[config.mk]
export PLATFORM = sky130hd
export DESIGN_NAME = iack_cycle_gen
export DESIGN_NICKNAME = d
export VERILOG_FILES = /design/src/rtl/iack_pkg.sv /design/src/rtl/iack_fsm.sv /design/src/rtl/iack_timer.sv /design/src/rtl/iack_capture.sv /design/src/rtl/iack_cycle_gen.sv
export SDC_FILE = /design/constraint.sdc
export NUM_CORES = 1
export LEC_CHECK = 0
export BUFFER_PORTS_ARGS = -buffer_cell sky130_fd_sc_hd__buf_2
export CAP_MARGIN = 20
export CORE_ASPECT_RATIO = 0.6
export CORE_UTILIZATION = 45
export DETAILED_ROUTE_END_ITERATION = 8
export GPL_TIMING_DRIVEN = 0
export PLACE_DENSITY = 0.8
export RECOVER_POWER = 25
export SKIP_LAST_GASP = 1
export SLEW_MARGIN = 25
export SYNTH_ARGS = -nofsm -noshare
export SYNTH_HDL_FRONTEND = slang
export SYNTH_HIERARCHICAL = 1
export SYNTH_SLANG_ARGS = --single-unit
export TNS_END_PERCENT = 5
[constraint.sdc]
create_clock -name clk -period 3.1 [get_ports clk]
set_input_delay 0.155 -clock clk [delete_from_list [all_inputs] [get_ports clk]]
set_output_delay 0.155 -clock clk [all_outputs]
set_load 0.05 [all_outputs]
[src/rtl/iack_pkg.sv]
package iack_pkg;
  typedef enum logic [1:0] {
    ST_IDLE  = 2'd0,
    ST_START = 2'd1,
    ST_WAIT  = 2'd2
  } iack_state_t;

  localparam logic [1:0] SIZ_BYTE = 2'b01;
  localparam logic [1:0] TT_IACK  = 2'b11;
  localparam int         VEC_W    = 8;
endpackage

[src/rtl/iack_fsm.sv]
module iack_fsm
  import iack_pkg::*;
#(
  parameter int LVL_W = 3
) (
  input  logic             clk,
  input  logic             rst_n,
  input  logic             accept,
  input  logic [LVL_W-1:0] level_in,
  input  logic             ta,
  input  logic             expire,
  output iack_state_t      state,
  output logic [LVL_W-1:0] level
);
  iack_state_t nxt;

  always_comb begin
    nxt = state;
    case (state)
      ST_IDLE:  if (accept) nxt = ST_START;
      ST_START: nxt = ST_WAIT;
      ST_WAIT:  if (ta || expire) nxt = ST_IDLE;
      default:  nxt = ST_IDLE;
    endcase
  end

  always_ff @(posedge clk or negedge rst_n) begin
    if (!rst_n) begin
      state <= ST_IDLE;
      level <= '0;
    end else begin
      state <= nxt;
      if (state == ST_IDLE && accept) level <= level_in;
    end
  end


  start_once_chk: assert property (@(posedge clk) disable iff (!rst_n)
    state == ST_START |=> state == ST_WAIT);


  level_hold_chk: assert property (@(posedge clk) disable iff (!rst_n)
    state != ST_IDLE |=> $stable(level));
endmodule

[src/rtl/iack_timer.sv]
module iack_timer #(
  parameter int TO_W = 16
) (
  input  logic            clk,
  input  logic            rst_n,
  input  logic            waiting,
  input  logic            ta,
  input  logic [TO_W-1:0] limit,
  output logic            expire
);
  logic [TO_W-1:0] cnt;
  logic [TO_W:0]   cnt_next;

  assign cnt_next = {1'b0, cnt} + 1'b1;
  assign expire   = waiting && !ta && (limit != '0) && (cnt_next >= {1'b0, limit});

  always_ff @(posedge clk or negedge rst_n) begin
    if (!rst_n)       cnt <= '0;
    else if (waiting) cnt <= cnt_next[TO_W-1:0];
    else              cnt <= '0;
  end


  ta_wins_chk: assert property (@(posedge clk) disable iff (!rst_n)
    ta |-> !expire);
endmodule

[src/rtl/iack_capture.sv]
module iack_capture
  import iack_pkg::*;
#(
  parameter int DATA_W = 32
) (
  input  logic             clk,
  input  logic             rst_n,
  input  logic             waiting,
  input  logic             ta,
  input  logic             expire,
  input  logic [DATA_W-1:0] rd_data,
  output logic             done,
  output logic             tmo_err,
  output logic [VEC_W-1:0] vec
);
  localparam int LANE_LO = DATA_W - VEC_W;

  always_ff @(posedge clk or negedge rst_n) begin
    if (!rst_n) begin
      done    <= 1'b0;
      tmo_err <= 1'b0;
      vec     <= '0;
    end else begin
      done    <= waiting && ta;
      tmo_err <= expire;
      if (waiting && ta) vec <= rd_data[DATA_W-1:LANE_LO];
    end
  end


  done_after_ta_chk: assert property (@(posedge clk) disable iff (!rst_n)
    done |-> $past(ta));


  err_excl_chk: assert property (@(posedge clk) disable iff (!rst_n)
    tmo_err |-> !done && !$past(ta));


  vec_hold_chk: assert property (@(posedge clk) disable iff (!rst_n)
    !done |-> $stable(vec));
endmodule

[src/rtl/iack_cycle_gen.sv]
module iack_cycle_gen
  import iack_pkg::*;
#(
  parameter int ADDR_W = 32,
  parameter int DATA_W = 32,
  parameter int LVL_W  = 3,
  parameter int TO_W   = 16
) (
  input  logic              clk,
  input  logic              rst_n,
  input  logic              req_valid,
  output logic              req_ready,
  input  logic [LVL_W-1:0]  req_level,
  input  logic              bus_grant,
  input  logic [TO_W-1:0]   tmo_limit,
  input  logic              ta,
  input  logic [DATA_W-1:0] rd_data,
  output logic              bus_oe,
  output logic [ADDR_W-1:0] addr,
  output logic              rw,
  output logic [1:0]        siz,
  output logic [1:0]        tt,
  output logic [LVL_W-1:0]  tm,
  output logic              ts,
  output logic              done,
  output logic [VEC_W-1:0]  vec,
  output logic              tmo_err
);
  localparam int ONES_W = ADDR_W - LVL_W - 2;

  iack_state_t      state;
  logic [LVL_W-1:0] level;
  logic             accept;
  logic             waiting;
  logic             expire;

  assign req_ready = (state == ST_IDLE) && bus_grant;
  assign accept    = req_valid && req_ready;
  assign waiting   = (state == ST_WAIT);

  iack_fsm #(.LVL_W(LVL_W)) u_fsm (
    .clk(clk), .rst_n(rst_n), .accept(accept), .level_in(req_level),
    .ta(ta), .expire(expire), .state(state), .level(level)
  );

  iack_timer #(.TO_W(TO_W)) u_timer (
    .clk(clk), .rst_n(rst_n), .waiting(waiting), .ta(ta),
    .limit(tmo_limit), .expire(expire)
  );

  iack_capture #(.DATA_W(DATA_W)) u_cap (
    .clk(clk), .rst_n(rst_n), .waiting(waiting), .ta(ta), .expire(expire),
    .rd_data(rd_data), .done(done), .tmo_err(tmo_err), .vec(vec)
  );

  always_comb begin
    bus_oe = (state != ST_IDLE);
    ts     = (state == ST_START);
    addr   = '0;
    rw     = 1'b0;
    siz    = '0;
    tt     = '0;
    tm     = '0;
    if (bus_oe) begin
      addr = {{ONES_W{1'b1}}, level, 2'b00};
      rw   = 1'b1;
      siz  = SIZ_BYTE;
      tt   = TT_IACK;
      tm   = level;
    end
  end


  accept_starts_chk: assert property (@(posedge clk) disable iff (!rst_n)
    req_valid && req_ready |=> ts);


  ts_single_chk: assert property (@(posedge clk) disable iff (!rst_n)
    ts |=> !ts && bus_oe);


  addr_stable_chk: assert property (@(posedge clk) disable iff (!rst_n)
    bus_oe && !ts |-> $stable(addr));


  release_chk: assert property (@(posedge clk) disable iff (!rst_n)
    done || tmo_err |-> !bus_oe);
endmodule

==> implementation parameters <==
Parameter                              Value

Run status
  Run status    finished with violations
  Failing checks    max-capacitance violations, max-slew violations

STA
  Period Utilization, post-route    97.4%
  Slew @ Worst Pin    approximately 1600 ps
  Final count of negative-setup-slack endpoints    0
  Achievable clock frequency    0.331 GHz
  Max-slew violation total from the final report    32
  Worst hold slack    approximately 110 ps
  Unrepaired setup endpoints after global routing    yes
  Clock period minus final worst setup slack    3020 ps
  Slew margin rel.    -7.78%
  Endpoints failing hold    0
  Worst Skew    5.15 ps

Logic synthesis
  Compound-cell area share of the yosys netlist    4.86%
  Fraction of synthesis flops using an asynchronous set or reset pin    100%
  Flip-flop and latch count after synthesis    31
  Parity-gate share of the synthesized area counting xor and xnor cells    between 6 and 7%
  Dominant combinational cell family by area after synthesis    simple AND/OR/NAND/NOR gates
  Simple-gate share of the synthesized area    about 20%
  Largest cells by area after synthesis    dfrtp_1 (35%), buf_4 (13%), ha_1 (9.7%), mux2_4 (5.5%), and2_1 (4.6%)
  Fraction of synthesized area in multiplexers    7.04%
  Sequential area share after synthesis    35.5%
  Syn Area/Cell    10.4 µm²
  Flip-flop cell with the highest count after synthesis    dfrtp_1
  Synth area leader    dfrtp_1
  Adder and majority gate portion of the synthesized area    9.73%
  Synth Instances    211
  Share of Yosys cell area claimed by the top area cell type    35.5%
  Total number of yosys warnings    6
  Number of enable flip-flop cells after synthesis    0
  Number of library cell types mapped by synthesis    between 40 and 50
  Netlist area before placement    2190 µm²

Power and ir drop
  Clock power frac    12.3%
  Worst vdd ir    663 µV
  Power share of the combinational group    65.6%
  Net switching component of the power    1.34 mW
  Total chip power    2.51 mW
  Total internal power    1.18 mW
  Switching power share of the total    53.3%
  Static leakage    between 1.5 and 2 nW
  Share of power burned in registers    22.1%
  P per Cell Area    867 nW/µm²

Critical path
  Critical-path maximum fanout    4
  Kind of start point of the critical path    flip-flop
  Critical Path Slowest Stage Cell    or4b_1
  Required time of the worst setup path    between 3000 and 4000 ps
  Crit-path max cell delay    480 ps
  List of cells traversed by the critical path    and4_4 -> nand4_1 -> nor3_2 -> xnor2_2 -> ha_1 -> buf_6 -> a211oi_2 -> o21ai_1 -> a211oi_2 -> a21oi_2 -> or4b_1 -> o21ai_1
  Worst Path Arrival    3210 ps
  Crit Path Category    reg2reg
  CP endpoint kind    flip-flop

Final layout
  Commonest cells after routing, fill and taps aside    buf_2 (79), buf_4 (47), dfrtp_1 (29)
  Final #Nets    between 300 and 400
  Area delta synth->final    32.6%
  Ant diodes    0
  Most frequent standard cell in the layout excluding fill and tap cells    buf_2
  Share of final-layout standard cells stronger than drive strength 1    54.6%

Die
  Number of standard-cell rows in the floorplan    19
  Chip Width    about 92 µm
  Boundary Pins    109
  Core box area    4610 µm²
  Die ar.    between 5000 and 6000 µm²
  Starting Density    47.4%
  Die height    56 µm

Detailed routing
  Via density per instance    around 4.5
  Initial drt markers    44
  DR top layer    met4
  Remaining design rule violation count    0
  Routed met1 length    2210 µm
  Remaining antenna violation count    0
  Routed length on met2    around 2000 µm
  Number of detailed-routing iterations run before antenna repair    4
  Vias    roughly 1700
  Per-cell routed wire length    12.0 µm
  Routed Wire Length    between 4000 and 5000 µm
  Detailed-routed wire length on met3    between 200 and 250 µm

Run
  Max-capacitance violation count    1

Placement
  I/O Buffers    81
  Final weighted congestion in routability-driven placement    0.780
  Total half-perimeter wirelength after legalization and detailed placement    3480 µm

GRT
  Overall Global Routing Usage    18.5%
  Largest net degree at the start of global routing    33
  Wire length of the first global-routing pass    7370 µm
  Grt ovf    0
  Via count of the first global-routing pass    around 1600
  Antenna violations before repair    0

Clock tree
  Clk pin slew, worst setup/hold paths    60 ps
  Buffer type at the clock tree root    clkbuf_8
  Htree depth    2
  Longest Clk Path Bufs    2
  Clock tree from TritonCTS    done
  TritonCTS sink count    31
  Clock latency of the later-clocked register in the worst-skew pair    270 ps
  CTS buffer count    5

Hold path
  Min-delay worst type    in2reg
==> per-stage QoR <==
stage | worst slack, ps | util (%) | instances | TNS (ps) | area [µm²]
2_1_floorplan | 353 | - | 213 | 0 | 2190
3_3_place_gp | 53.8 | 58.1 | 357 | 0 | 2680
3_5_place_dp | -41.6 | 58.1 | 357 | -41.6 | 2680
4_1_cts | 28.8 | 60.4 | 365 | 0 | 2790
5_1_grt | -80.2 | 62.9 | 376 | -80.2 | 2900
6_report | 79.8 | 62.9 | 376 | 0 | 2900
==> sequential cells by signal, summed over array words and instances, names as in the netlist <==
signal	flops
u_cap/done	1
u_fsm/level	3
u_cap/vec	8
u_fsm/state	2
u_timer/cnt	16
u_cap/tmo_err	1
==> path summary, 6_finish.rpt <==
path / slack, ps / endpoint / cells past startpoint / from
worst max-delay path: 80 / u_fsm/state[1] / 12 / u_timer/cnt[8]
worst min register to register: 500 / u_timer/cnt[0] / 1 / u_timer/cnt[0]
max in group asynchronous: 1220 / u_timer/cnt[9] / 2 / rst_n
worst min-delay path: 110 / u_cap/vec[3] / 2 / rd_data[27]
worst max register to register: 80 / u_fsm/state[1] / 12 / u_timer/cnt[8]
min in group asynchronous: 830 / u_timer/cnt[3] / 2 / rst_n
==> cells in the mapped netlist (3+ instances only) <==
master   number
a21oi_1       7
and2_1       16
and4_4        3
buf_4        37
dfrtp_1      31
ha_1         17
inv_1        19
mux2_2        3
mux2_4        8
nand2_1       8
nand3_1       5
nand4_1       3
nor3_1        3
nor4_1        4
o21a_1        3
o21ai_0       4
xnor2_1       7
xnor2_2       4
xor2_1        3
==> layout make-up <==
class,count,area [µm²]
repair buffers,93,499
plain buffers,38,282
clock buffers,6,82.6
inverters,19,71.3
well taps,63,78.8
fillers,388,1710
multi-input cells,125,1100
flip-flops and latches,31,778
clock inverters,1,5.00
==> worst max-delay path, delay by kind of cell (launching register included) <==
| kind | cells | cell delay, ps |
|---|---|---|
| adder cells (fa/ha/maj) | 1 | 350 |
| AO/OA/AOI/OAI | 5 | 740 |
| XOR/XNOR | 1 | 120 |
| AND/OR/NAND/NOR | 4 | 1200 |
| buffers and inverters | 1 | 140 |
| flip-flops | 1 | 390 |
==> cell families (layout without fill, tap and decap cells) <==
kind of cell	Yosys count	count (layout)
mux	11	11
other cells	1	3
xor+xnor	14	14
buf+inv	57	157
fa+ha+maj	17	17
flops	31	31
simple gates	62	62
compound gates	18	18
==> power by group through the flow <==
stage	combinational (mW)	clock [mW]	sequential (mW)
6_report	1.65	0.310	0.555
3_5_place_dp	1.66	0	0.555
5_1_grt	1.72	0.347	0.567
3_3_place_gp	1.64	0	0.556
4_1_cts	1.66	0.321	0.554
2_1_floorplan	1.16	0	0.743
==> layer usage <==
metal	vias up	GRT usage (%)
met4	0	4.24
li1	873	-
met3	2	5.05
met1	779	25.4
met5	-	0
met2	40	29.1
==> what timing repair did <==
item | CTS | global route
resized for setup | 3 | 9
gates cloned | 0 | 0
setup buffers | 0 | 11
hold buffers | 1 | 0
endpoints found under the setup margin | 1 | 1
pin swaps | 1 | 10
hold endpoints to repair | 31 | 0
Power figures use the tool's default switching activity.
